--- src/rtl/mrd_pkg.sv ---
// Shared types for the memory region decoder.
// Assumes a 32-bit map split on the top three address bits.
package mrd_pkg;
    localparam int NUM_REGIONS = 9;
    localparam int NUM_SEL     = NUM_REGIONS - 1;
    localparam int RGN_W       = $clog2(NUM_REGIONS);

    typedef enum logic [RGN_W-1:0] {
        RGN_CODE    = 4'd0,
        RGN_SRAM    = 4'd1,
        RGN_PERIPH  = 4'd2,
        RGN_RAM_WB  = 4'd3,
        RGN_RAM_WT  = 4'd4,
        RGN_DEV_SH  = 4'd5,
        RGN_DEV_NSH = 4'd6,
        RGN_PRIV    = 4'd7,
        RGN_RSVD    = 4'd8
    } region_e;

    typedef enum logic [1:0] {
        MT_NORMAL = 2'd0,
        MT_DEVICE = 2'd1,
        MT_STRONG = 2'd2,
        MT_RSVD   = 2'd3
    } mtype_e;

    typedef enum logic [1:0] {
        CP_NONE = 2'd0,
        CP_WT   = 2'd1,
        CP_WBWA = 2'd2
    } cache_e;

    typedef struct packed {
        mtype_e mtype;
        cache_e cache;
        logic   share;
        logic   xn;
        logic   bufable;
    } attr_t;
endpackage

--- src/rtl/mrd_region_lookup.sv ---
// Region lookup: maps the upper address bits onto a region code.
// Assumes the private peripheral window starts at the base of the top
// eighth of the map and spans 2**PPB_W bytes; the rest of that eighth is reserved.
module mrd_region_lookup
    import mrd_pkg::*;
#(
    parameter int ADDR_W = 32,
    parameter int PPB_W  = 20
) (
    input  logic [ADDR_W-1:PPB_W] addr_hi_i,
    output region_e               region_o
);
    localparam int TOP_LSB = ADDR_W - 3;

    logic [2:0] top_bits;
    logic       priv_hit;

    assign top_bits = addr_hi_i[ADDR_W-1:TOP_LSB];
    assign priv_hit = (addr_hi_i[TOP_LSB-1:PPB_W] == '0);

    // Select the region from the eighth of the map and the window test.
    always_comb begin
        unique case (top_bits)
            3'd0:    region_o = RGN_CODE;
            3'd1:    region_o = RGN_SRAM;
            3'd2:    region_o = RGN_PERIPH;
            3'd3:    region_o = RGN_RAM_WB;
            3'd4:    region_o = RGN_RAM_WT;
            3'd5:    region_o = RGN_DEV_SH;
            3'd6:    region_o = RGN_DEV_NSH;
            default: region_o = priv_hit ? RGN_PRIV : RGN_RSVD;
        endcase
    end
endmodule

--- src/rtl/mrd_attr_table.sv ---
// Attribute table: fixed attributes for each region code.
// Assumes a purely combinational lookup with no configuration.
module mrd_attr_table
    import mrd_pkg::*;
(
    input  region_e region_i,
    output attr_t   attr_o
);
    // Return the attributes of the given region.
    always_comb begin
        unique case (region_i)
            RGN_CODE:    attr_o = '{MT_NORMAL, CP_WT,   1'b0, 1'b0, 1'b1};
            RGN_SRAM:    attr_o = '{MT_NORMAL, CP_WBWA, 1'b0, 1'b0, 1'b1};
            RGN_PERIPH:  attr_o = '{MT_DEVICE, CP_NONE, 1'b0, 1'b1, 1'b1};
            RGN_RAM_WB:  attr_o = '{MT_NORMAL, CP_WBWA, 1'b0, 1'b0, 1'b1};
            RGN_RAM_WT:  attr_o = '{MT_NORMAL, CP_WT,   1'b0, 1'b0, 1'b1};
            RGN_DEV_SH:  attr_o = '{MT_DEVICE, CP_NONE, 1'b1, 1'b1, 1'b1};
            RGN_DEV_NSH: attr_o = '{MT_DEVICE, CP_NONE, 1'b0, 1'b1, 1'b1};
            RGN_PRIV:    attr_o = '{MT_STRONG, CP_NONE, 1'b1, 1'b1, 1'b0};
            default:     attr_o = '{MT_RSVD,   CP_NONE, 1'b0, 1'b1, 1'b0};
        endcase
    end
endmodule

--- src/rtl/mrd_err_seq.sv ---
// Error sequencer: produces the two-cycle error response.
// Assumes bad_i is already the combined fault condition of the offered
// transfer; the sequencer gates it with valid_i and with its own ready.
module mrd_err_seq (
    input  logic clk,
    input  logic rst_n,
    input  logic valid_i,
    input  logic bad_i,
    output logic ready_o,
    output logic err_o
);
    typedef enum logic [1:0] {ES_IDLE, ES_FIRST, ES_SECOND} err_state_e;

    err_state_e state_q, state_d;

    // Next state: a faulting accepted transfer starts the response.
    always_comb begin
        if (state_q == ES_FIRST)            state_d = ES_SECOND;
        else if (valid_i && bad_i)          state_d = ES_FIRST;
        else                                state_d = ES_IDLE;
    end

    // State register with synchronous reset.
    always_ff @(posedge clk) begin
        if (!rst_n) state_q <= ES_IDLE;
        else        state_q <= state_d;
    end

    assign ready_o = (state_q != ES_FIRST);
    assign err_o   = (state_q != ES_IDLE);

    AST_ERR_SECOND_PHASE: assert property (@(posedge clk) disable iff (!rst_n)
        !ready_o |=> (ready_o && err_o));
    AST_NOT_READY_ERR: assert property (@(posedge clk) disable iff (!rst_n)
        !ready_o |-> err_o);
    AST_IDLE_NO_FAULT: assert property (@(posedge clk) disable iff (!rst_n)
        (ready_o && !valid_i) |=> ready_o);
endmodule

--- src/rtl/mem_region_decoder.sv ---
// Memory region decoder: decodes the address phase, registers region,
// select and attributes into the data phase, and raises bus errors for
// reserved space and for fetches from execute-never regions.
// Assumes the registers load only while ready_o is high.
module mem_region_decoder
    import mrd_pkg::*;
#(
    parameter int ADDR_W = 32,
    parameter int SIZE_W = 2,
    parameter int PPB_W  = 20
) (
    input  logic              clk,
    input  logic              rst_n,
    input  logic [ADDR_W-1:0] addr_i,
    input  logic              valid_i,
    input  logic              fetch_i,
    input  logic [SIZE_W-1:0] size_i,
    output logic              ready_o,
    output logic              err_o,
    output logic [RGN_W-1:0]  region_o,
    output logic [NUM_SEL-1:0] sel_o,
    output logic [1:0]        mtype_o,
    output logic [1:0]        cache_o,
    output logic              share_o,
    output logic              xn_o,
    output logic              buf_o,
    output logic [SIZE_W-1:0] size_o
);
    region_e      region_d, region_q;
    attr_t        attr_d, attr_q;
    logic         bad_d;
    logic [NUM_SEL-1:0] sel_d, sel_q;
    logic [SIZE_W-1:0]  size_q;

    mrd_region_lookup #(.ADDR_W(ADDR_W), .PPB_W(PPB_W)) u_lookup (
        .addr_hi_i (addr_i[ADDR_W-1:PPB_W]),
        .region_o  (region_d)
    );

    mrd_attr_table u_attr (
        .region_i (region_d),
        .attr_o   (attr_d)
    );

    assign bad_d = (region_d == RGN_RSVD) || (fetch_i && attr_d.xn);

    mrd_err_seq u_err (
        .clk     (clk),
        .rst_n   (rst_n),
        .valid_i (valid_i && ready_o),
        .bad_i   (bad_d),
        .ready_o (ready_o),
        .err_o   (err_o)
    );

    // One select line per selectable region code.
    for (genvar g = 0; g < NUM_SEL; g++) begin : g_sel
        assign sel_d[g] = valid_i && !bad_d && (region_d == region_e'(g));
    end

    // Data-phase registers, loaded only while the bus is ready.
    always_ff @(posedge clk) begin
        if (!rst_n) begin
            region_q <= RGN_CODE;
            attr_q   <= '0;
            sel_q    <= '0;
            size_q   <= '0;
        end else if (ready_o) begin
            region_q <= region_d;
            attr_q   <= attr_d;
            sel_q    <= sel_d;
            size_q   <= size_i;
        end
    end

    assign region_o = region_q;
    assign sel_o    = sel_q;
    assign mtype_o  = attr_q.mtype;
    assign cache_o  = attr_q.cache;
    assign share_o  = attr_q.share;
    assign xn_o     = attr_q.xn;
    assign buf_o    = attr_q.bufable;
    assign size_o   = size_q;

    AST_SEL_ONEHOT: assert property (@(posedge clk) disable iff (!rst_n)
        $onehot0(sel_o));
    AST_FAULT_NO_SEL: assert property (@(posedge clk) disable iff (!rst_n)
        (err_o && !ready_o) |-> (sel_o == '0));
    AST_STRONG_NO_BUF: assert property (@(posedge clk) disable iff (!rst_n)
        (mtype_o == MT_STRONG) |-> (!buf_o && cache_o == CP_NONE));
    AST_RSVD_FAULT: assert property (@(posedge clk) disable iff (!rst_n)
        (ready_o && valid_i && addr_i >= ADDR_W'(32'hE010_0000)) |=> (err_o && !ready_o));
    AST_FETCH_XN_FAULT: assert property (@(posedge clk) disable iff (!rst_n)
        (ready_o && valid_i && fetch_i) |=> (xn_o == (err_o && !ready_o)));
endmodule

--- config.mk ---
export PLATFORM = sky130hd
export DESIGN_NAME = mem_region_decoder
export DESIGN_NICKNAME = d
export VERILOG_FILES = /design/src/rtl/mrd_pkg.sv /design/src/rtl/mrd_region_lookup.sv /design/src/rtl/mrd_attr_table.sv /design/src/rtl/mrd_err_seq.sv /design/src/rtl/mem_region_decoder.sv
export SDC_FILE = /design/constraint.sdc
export NUM_CORES = 1
export LEC_CHECK = 0
export BUFFER_PORTS_ARGS = -buffer_cell sky130_fd_sc_hd__buf_2
export CAP_MARGIN = 5
export CORE_MARGIN = 8
export CORE_UTILIZATION = 45
export CTS_BUF_LIST = sky130_fd_sc_hd__clkbuf_2 sky130_fd_sc_hd__clkbuf_4 sky130_fd_sc_hd__clkbuf_8
export CTS_CLUSTER_SIZE = 40
export DETAILED_ROUTE_END_ITERATION = 8
export PLACE_DENSITY = 0.82
export SLEW_MARGIN = 10
export SYNTH_ARGS = -nofsm -noshare
export SYNTH_HDL_FRONTEND = slang
export SYNTH_SLANG_ARGS = --single-unit
--- constraint.sdc ---
create_clock -name clk -period 3 [get_ports clk]
set_input_delay 0.6 -clock clk [delete_from_list [all_inputs] [get_ports clk]]
set_output_delay 0.6 -clock clk [all_outputs]
set_load 0.05 [all_outputs]
==> results.ini, run 1 <==
[run_status]
status=finished, final reports clean

[floorplanning]
placement_rows=17
ioPinCount=61
fp.dieH_um=64.4
core_area_um2=2210
initial_core_util=0.477
dieArea_um2=4150
dieWidth_um=64.4

[sta]
rsz0062_at_grt=no
slew_headroom=0.519
setup_ws_ps=825
max_freq_mhz=460
hold_ws_ps=457
final_max_slew_viol_count=0
finalSetupViolations=0
fin_skew_ps=4.63
finalSetupTns_ps=0
hold_viol=0
fin_crit_ps=2180
worst_slew_pin_slew_ps=712
timing.final.crit_share=0.725

[synthesis]
synth_top_area_share=0.436
synth_edf_count=0
postSynthCellCount=114
synth_most_common_cell=dfxtp_1
synth_async_sr_flop_share=0
ys.flop_type=dfxtp_1
yosys.area.top_type=dfxtp_1
yosysSeqAreaShare=0.436
synth.avg_cell_area_um2=9.26
synth-seq-cells=23
synth.area.top_cells=dfxtp_1, nand2_1, ha_1
synth_commonest_cells=dfxtp_1, nand2_1, clkbuf_1
syn-num-nets=156
syn_area_um2=1060
synth_warnings=0
yosys.cell_types.count=33

[placed_design]
dp_slack_ps=514
placed_area_um2=1280
gp_congestion=0.774
numPortBuffers=40
dp_hpwl_um=2060
dp.cells=177

[final_layout]
finalNetCount=196
final_area_um2=1310
syn2layout_area_growth_pct=23.7
fillers=223
antenna_cells=0
drive_above_1_share=0.346
fin_util=0.590
instances_no_fill=181

[detailed_routing]
wirelength_um=2590
ant_nets=0
wl_per_cell_um=14.3
viasPerCell=5.51
vias=998
first_iter_violations=22
firstDrtPassIters=4
drc_errors=0

[setup_path]
reg2reg_depth=4
crit_start=addr_i[22]
reg2reg_from=u_err.state_q[0]
critPathMaxFanout=3
required_ps=3220
end_kind=flip-flop
arrival_ps=2390
start_kind=input port
worstSetupPathType=input port to flip-flop

[pwr]
power_mw=0.613
p_leak_nw=0.629
power.density_nw_per_um2=469
vdd_ir_drop_max_mv=0.303

[global_route]
grt_pass1_wl_um=4280
antenna_found_initial=0
grt_max_degree=25
overflow=0
grt_pass1_vias=972
grt_usage=0.123

[clocking]
cts_resized=0
clock_latency_ps=310
clock_path_buffers=2
cts_root_buf=clkbuf_4
cts_inserted_buffers=3
tritoncts=built
cts.sinks=23
clk_pin_slew_ps=110
postCtsHoldBufs=0
post_cts_buffers=0
htreeDepth=1

[worst_hold_path]
min-delay-start=cache_o[1]
hold-path-cell-count=2
hold_class=flip-flop to flip-flop

[flow_run]
drv_cap=0

-- critical path, cell delays in order --
cell,delay (ps)
buf_2,110
or4_4,530
o31ai_1,280
and2_1,200
ha_1,200
nand2_1,130
o41ai_4,340
-- routing by layer --
layer | global-route usage | share of wire
met2 | 0.222 | 0.52
met5 | 0 | 0
met1 | 0.133 | 0.41
met4 | 0.0599 | 0.024
met3 | 0.0241 | 0.044
-- path summary, 6_finish.rpt --
path                            slack, ps         end
worst max-delay path                  820    sel_o[7]
worst min-delay path                  460  cache_o[1]
worst max register to register       1440    sel_o[1]
worst min register to register        460  cache_o[1]
-- logic make-up after synthesis --
group	count (synthesis)	synth area share
AND/OR/NAND/NOR	46	0.227
buffers and inverters	10	0.0427
flip-flops	23	0.436
AO/OA/AOI/OAI	27	0.209
multiplexers	4	0.0379
adder cells (fa/ha/maj)	4	0.0474
-- power breakdown --
group          internal [mW]  switching, mW
Combinational         0.0405         0.0972
Sequential             0.319        0.00649
Clock                 0.0609         0.0881
Total                  0.421          0.192
-- cell usage in the layout (no fill, tap or decap), drive strengths merged, types with 2 or more instances in the layout --
cell / n
buf: 43
dfxtp: 23
nand2: 20
o31ai: 5
mux2i: 4
a221oi: 4
a22o: 4
ha: 4
clkbuf: 4
nor2: 3
a31oi: 3
nor2b: 3
a211oi: 3
a21oi: 3
nand3: 3
nand4: 3
or2: 2
and2: 2
and3b: 2
o21ai: 2
-- flip-flops by register name (all words and copies together), names as in the netlist --
register,count
sel_o,8
region_o,4
cache_o,2
mtype_o,2
size_o,2
u_err.state_q,2
buf_o,1
share_o,1
xn_o,1
-- layout make-up --
class	count	area, um^2	area share
inverters	2	7.51	0.00575
well taps	28	35.0	0.0268
multi-input cells	81	551	0.421
clock buffers	4	30.0	0.0230
repair buffers	43	223	0.170
flip-flops and latches	23	460	0.352
No activity file was read; power rests on OpenSTA's default activity.
==> inputs of run 2 (changes only) <==
Settings changed: CORE_UTILIZATION 45 to 40, PLACE_DENSITY 0.82 to 0.77.
Clock period 3 ns to 1.9 ns, I/O delays scaled along.
==> run 2 against run 1 <==
Cell count grew 3.3%. Register-to-register slack worse by 850 ps. Critical path depth stayed put. Critical path type unchanged. Critical endpoint is now mtype_o[0]. Largest power group unchanged.
==> results.ini, run 2 (synthesized netlist as in run 1, its figures left out) <==
[final_layout]
antenna_cells=0
largest_reg_flops=8
final_common_cell=buf_2
layout_common_cells=buf_2, dfxtp_1, nand2_1, buf_4
instances_no_fill=187
fillers=226
final_area_um2=1380
drive_above_1_share=0.395
finalNetCount=200
syn2layout_area_growth_pct=30.6

[pwr]
seqPwrFrac=0.521
internal_power_mw=0.675
p_leak_nw=0.662
switchingPower_mw=0.315
vdd_ir_drop_max_mv=0.396
p_comb_frac=0.237
clkPwrFrac=0.242
power.density_nw_per_um2=718
sw_frac_of_total=0.318

[floorplanning]
core_area_um2=2500
initial_core_util=0.422
placement_rows=18
dieArea_um2=4540
ioPinCount=61
dieWidth_um=67.4
fp.dieH_um=67.4

[clocking]
clock_path_buffers=2
htreeDepth=1
clk_pin_slew_ps=120
cts_root_buf=clkbuf_4
cts_inserted_buffers=3
clock_latency_ps=310
tritoncts=built
post_cts_buffers=0
cts.sinks=23

[sta]
slew_headroom=0.668
fin_crit_ps=1690
finalSetupViolations=0
rsz0062_at_grt=no
fin_skew_ps=0.432
finalSetupTns_ps=0
setup_ws_ps=213
timing.final.crit_share=0.888
worst_slew_pin_slew_ps=497
max_freq_mhz=593
hold_viol=0
final_max_slew_viol_count=0

[setup_path]
required_ps=2110
reg2reg_depth=5
start_kind=input port
arrival_ps=1890
end_kind=flip-flop
worstSetupPathType=input port to flip-flop
critPathMaxFanout=3

[detailed_routing]
wirelength_um=2790
wl_per_cell_um=14.9
viasPerCell=5.46
vias=1021
first_iter_violations=26
drc_errors=0
ant_nets=0
firstDrtPassIters=4

[global_route]
antenna_found_initial=0
overflow=0
grt_pass1_vias=1081
grt_max_degree=14
grt_pass1_wl_um=4710
grt_usage=0.132

[run_status]
status=finished, final reports clean

[placed_design]
dp_hpwl_um=2260
numPortBuffers=40
dp.cells=183
placed_area_um2=1350
gp_congestion=0.819
dp_slack_ps=-153

[worst_hold_path]
hold-path-cell-count=3
hold_class=input port to flip-flop

[flow_run]
drv_cap=0

==> run 2: cell count changes in the layout (fill, tap and decap cells not counted), sizes merged <==
cell / before / now
buf: 43 / 47
inv: 1 / 2
clkinv: 1 / 0
==> run 2: metrics by stage <==
| stage | power [mW] | util | hold slack [ps] |
|---|---|---|---|
| final | 0.990 | 0.552 | 303 |
| after detailed placement | 0.763 | 0.540 | 440 |
| after global routing | 1.03 | 0.552 | 295 |
| after floorplan | 0.690 | - | 518 |
| after CTS | 0.999 | 0.552 | 295 |
| after global placement | 0.756 | 0.540 | 436 |
==> run 2: power groups by stage <==
stage | clock (mW) | combinational, mW | sequential [mW]
floorplan | 0 | 0.0929 | 0.597
global placement | 0 | 0.231 | 0.525
detailed placement | 0 | 0.236 | 0.527
CTS | 0.247 | 0.237 | 0.516
global route | 0.263 | 0.252 | 0.519
finish | 0.240 | 0.235 | 0.516
==> run 2: layout make-up <==
| type | instances | area (um^2) | share of cell area |
|---|---|---|---|
| well taps | 30 | 37.5 | 0.0272 |
| flip-flops and latches | 23 | 460 | 0.334 |
| clock buffers | 4 | 30.0 | 0.0218 |
| repair buffers | 47 | 253 | 0.183 |
| inverters | 2 | 7.51 | 0.00544 |
| multi-input cells | 81 | 591 | 0.428 |
==> run 2: routing by layer <==
metal,up-vias,track usage,share of wire
met5,-,0,0
met4,0,0.102,0.034
met3,8,0.0364,0.056
met2,36,0.221,0.53
met1,473,0.138,0.38
li1,504,-,-
==> run 2: timing repair <==
item                                    in CTS  in global routing
endpoints found under the hold margin        0                  0
hold buffers                                 0                  0
endpoints found under the setup margin       0                  1
gates resized for setup                      0                  1
==> run 2: final timing paths <==
check | startpoint | to | slack [ps]
hold reg to reg | sel_o[4] | sel_o[4] | 460
hold / removal | size_i[1] | size_o[1] | 300
setup / recovery | addr_i[28] | mtype_o[0] | 210
setup reg to reg | u_err.state_q[0] | region_o[1] | 590
==> run 2: critical path: stages <==
cell and delay (ps):
buf_2 110, or4_4 540, o31ai_4 220, and2_4 200, ha_4 200, mux2i_1 150, a31oi_1 90
==> inputs of run 3 (changes only) <==
Settings changed: CORE_ASPECT_RATIO set to 0.6.
==> run 3 against run 2 <==
Sequential power barely moved. Sequential share of layout area shrank 0.65 points. Clock skew rose by 5.9 ps. Clock power up 30%. Fmax is 5.2% lower. First-iteration DRC count grew 120%. Via count fell by 0.49%. Worst hold slack gained 63 ps. Critical endpoint is now buf_o.
==> results.ini, run 3 (synthesized netlist as in run 1, its figures left out) <==
[run_status]
status=finished, final reports clean

[clocking]
cts_resized=0
cts.sinks=23
post_cts_buffers=0
clk_pin_slew_ps=70
postCtsHoldBufs=0
cts_inserted_buffers=3
htreeDepth=1
cts_root_buf=clkbuf_8
clock_path_buffers=2
clock_latency_ps=260
tritoncts=built

[final_layout]
largest_reg_flops=8
drive_above_1_share=0.395
layout_common_cells=buf_2, dfxtp_1, nand2_1, buf_4
antenna_cells=0
syn2layout_area_growth_pct=33.2
final_common_cell=buf_2
finalNetCount=200
instances_no_fill=189

[setup_path]
end_kind=flip-flop
critical-path-slowest-cell=or4_4
start_kind=input port
worstSetupPathType=input port to flip-flop
arrival_ps=1900
worstPathCellList=buf_2 > or4_4 > o31ai_4 > and2_4 > ha_4 > nand2_4 > mux2i_1 > a211oi_1
reg2reg_slack_ps=340
required_ps=2020
critPathMaxFanout=3
critical_path_buf_inv_count=1
cp_top_family=simple AND/OR/NAND/NOR gates
critPathMaxStageDelay_ps=550

[sta]
hold_viol=0
timing.final.crit_share=0.937
finalSetupViolations=0
setup_ws_ps=119
slew_headroom=0.655
rsz0062_at_grt=no
fin_skew_ps=6.31
max_freq_mhz=562
fin_crit_ps=1780
worst_slew_pin_slew_ps=517
final_max_slew_viol_count=0

[detailed_routing]
drc_errors=0
first_iter_violations=58
viasPerCell=5.38
wl_per_cell_um=15.3
wirelength_um=2890
vias=1016
ant_nets=0
firstDrtPassIters=4

[global_route]
gr-max-usage-layer=met2
grt_max_degree=25
use_met3=0.0468
grt_pass1_vias=1024
grt_usage=0.127
grt.met1_usage=0.157
met2_usage=0.201
overflow=0
antenna_found_initial=0
grt_pass1_wl_um=4770

[placed_design]
gp_congestion=0.800
dp_slack_ps=-145
dp.cells=185
dp_hpwl_um=2290
numPortBuffers=40

[flow_run]
drv_cap=0

[floorplanning]
core_area_um2=2500
ioPinCount=61
dieArea_um2=4590
initial_core_util=0.422
placement_rows=14
dieWidth_um=82.3
fp.dieH_um=55.8

[pwr]
power.density_nw_per_um2=758
vdd_ir_drop_max_mv=0.331
p_leak_nw=0.670

[worst_hold_path]
hold_class=input port to flip-flop

==> run 3: changes by cell type in the layout (fill, tap and decap cells not counted) <==
cell / before / now
nor4_2: 0 / 1
inv_2: 1 / 0
clkbuf_4: 4 / 1
clkinv_1: 0 / 1
clkbuf_8: 0 / 3
nor4_1: 1 / 0
==> run 3: report_power, final <==
part	switching (mW)	internal, mW
clock network	0.149	0.164
registers	0.0111	0.504
logic	0.163	0.0747
total	0.323	0.742
==> run 3: area by class of cell <==
type                       count  area, um^2
tap                           32        40.0
fill                         234        1100
sequential                    23         460
inverter                       2        7.51
multi-input combinational     81         597
timing repair buffer          47         253
clock buffer                   4        48.8
==> run 3: final timing paths <==
check | start | end | cells past startpoint
worst max-delay path | addr_i[28] | buf_o | 8
worst min-delay path | size_i[1] | size_o[1] | 3
worst max register to register | u_err.state_q[0] | region_o[1] | 5
worst min register to register | cache_o[1] | cache_o[1] | 2
==> run 3: through the flow <==
step	TNS (ps)	total power, mW	hold WS (ps)	utilization	area, um^2
2_1_floorplan	0	0.690	518	-	1100
3_3_place_gp	-487	0.756	436	0.539	1350
3_5_place_dp	-915	0.763	441	0.539	1350
4_1_cts	0	1.07	366	0.559	1400
5_1_grt	0	1.11	363	0.561	1410
6_report	0	1.07	366	0.561	1410
==> run 3: per-layer routing <==
layer  vias up  wire length, um
met5         -                0
met4         0               21
met3         2              273
met2        34             1300
met1       478             1300
li1        502                -
==> run 3: tightest hold or removal path: stages <==
cell	delay, ps
buf_2	90
nand2_1	50
a21oi_1	50
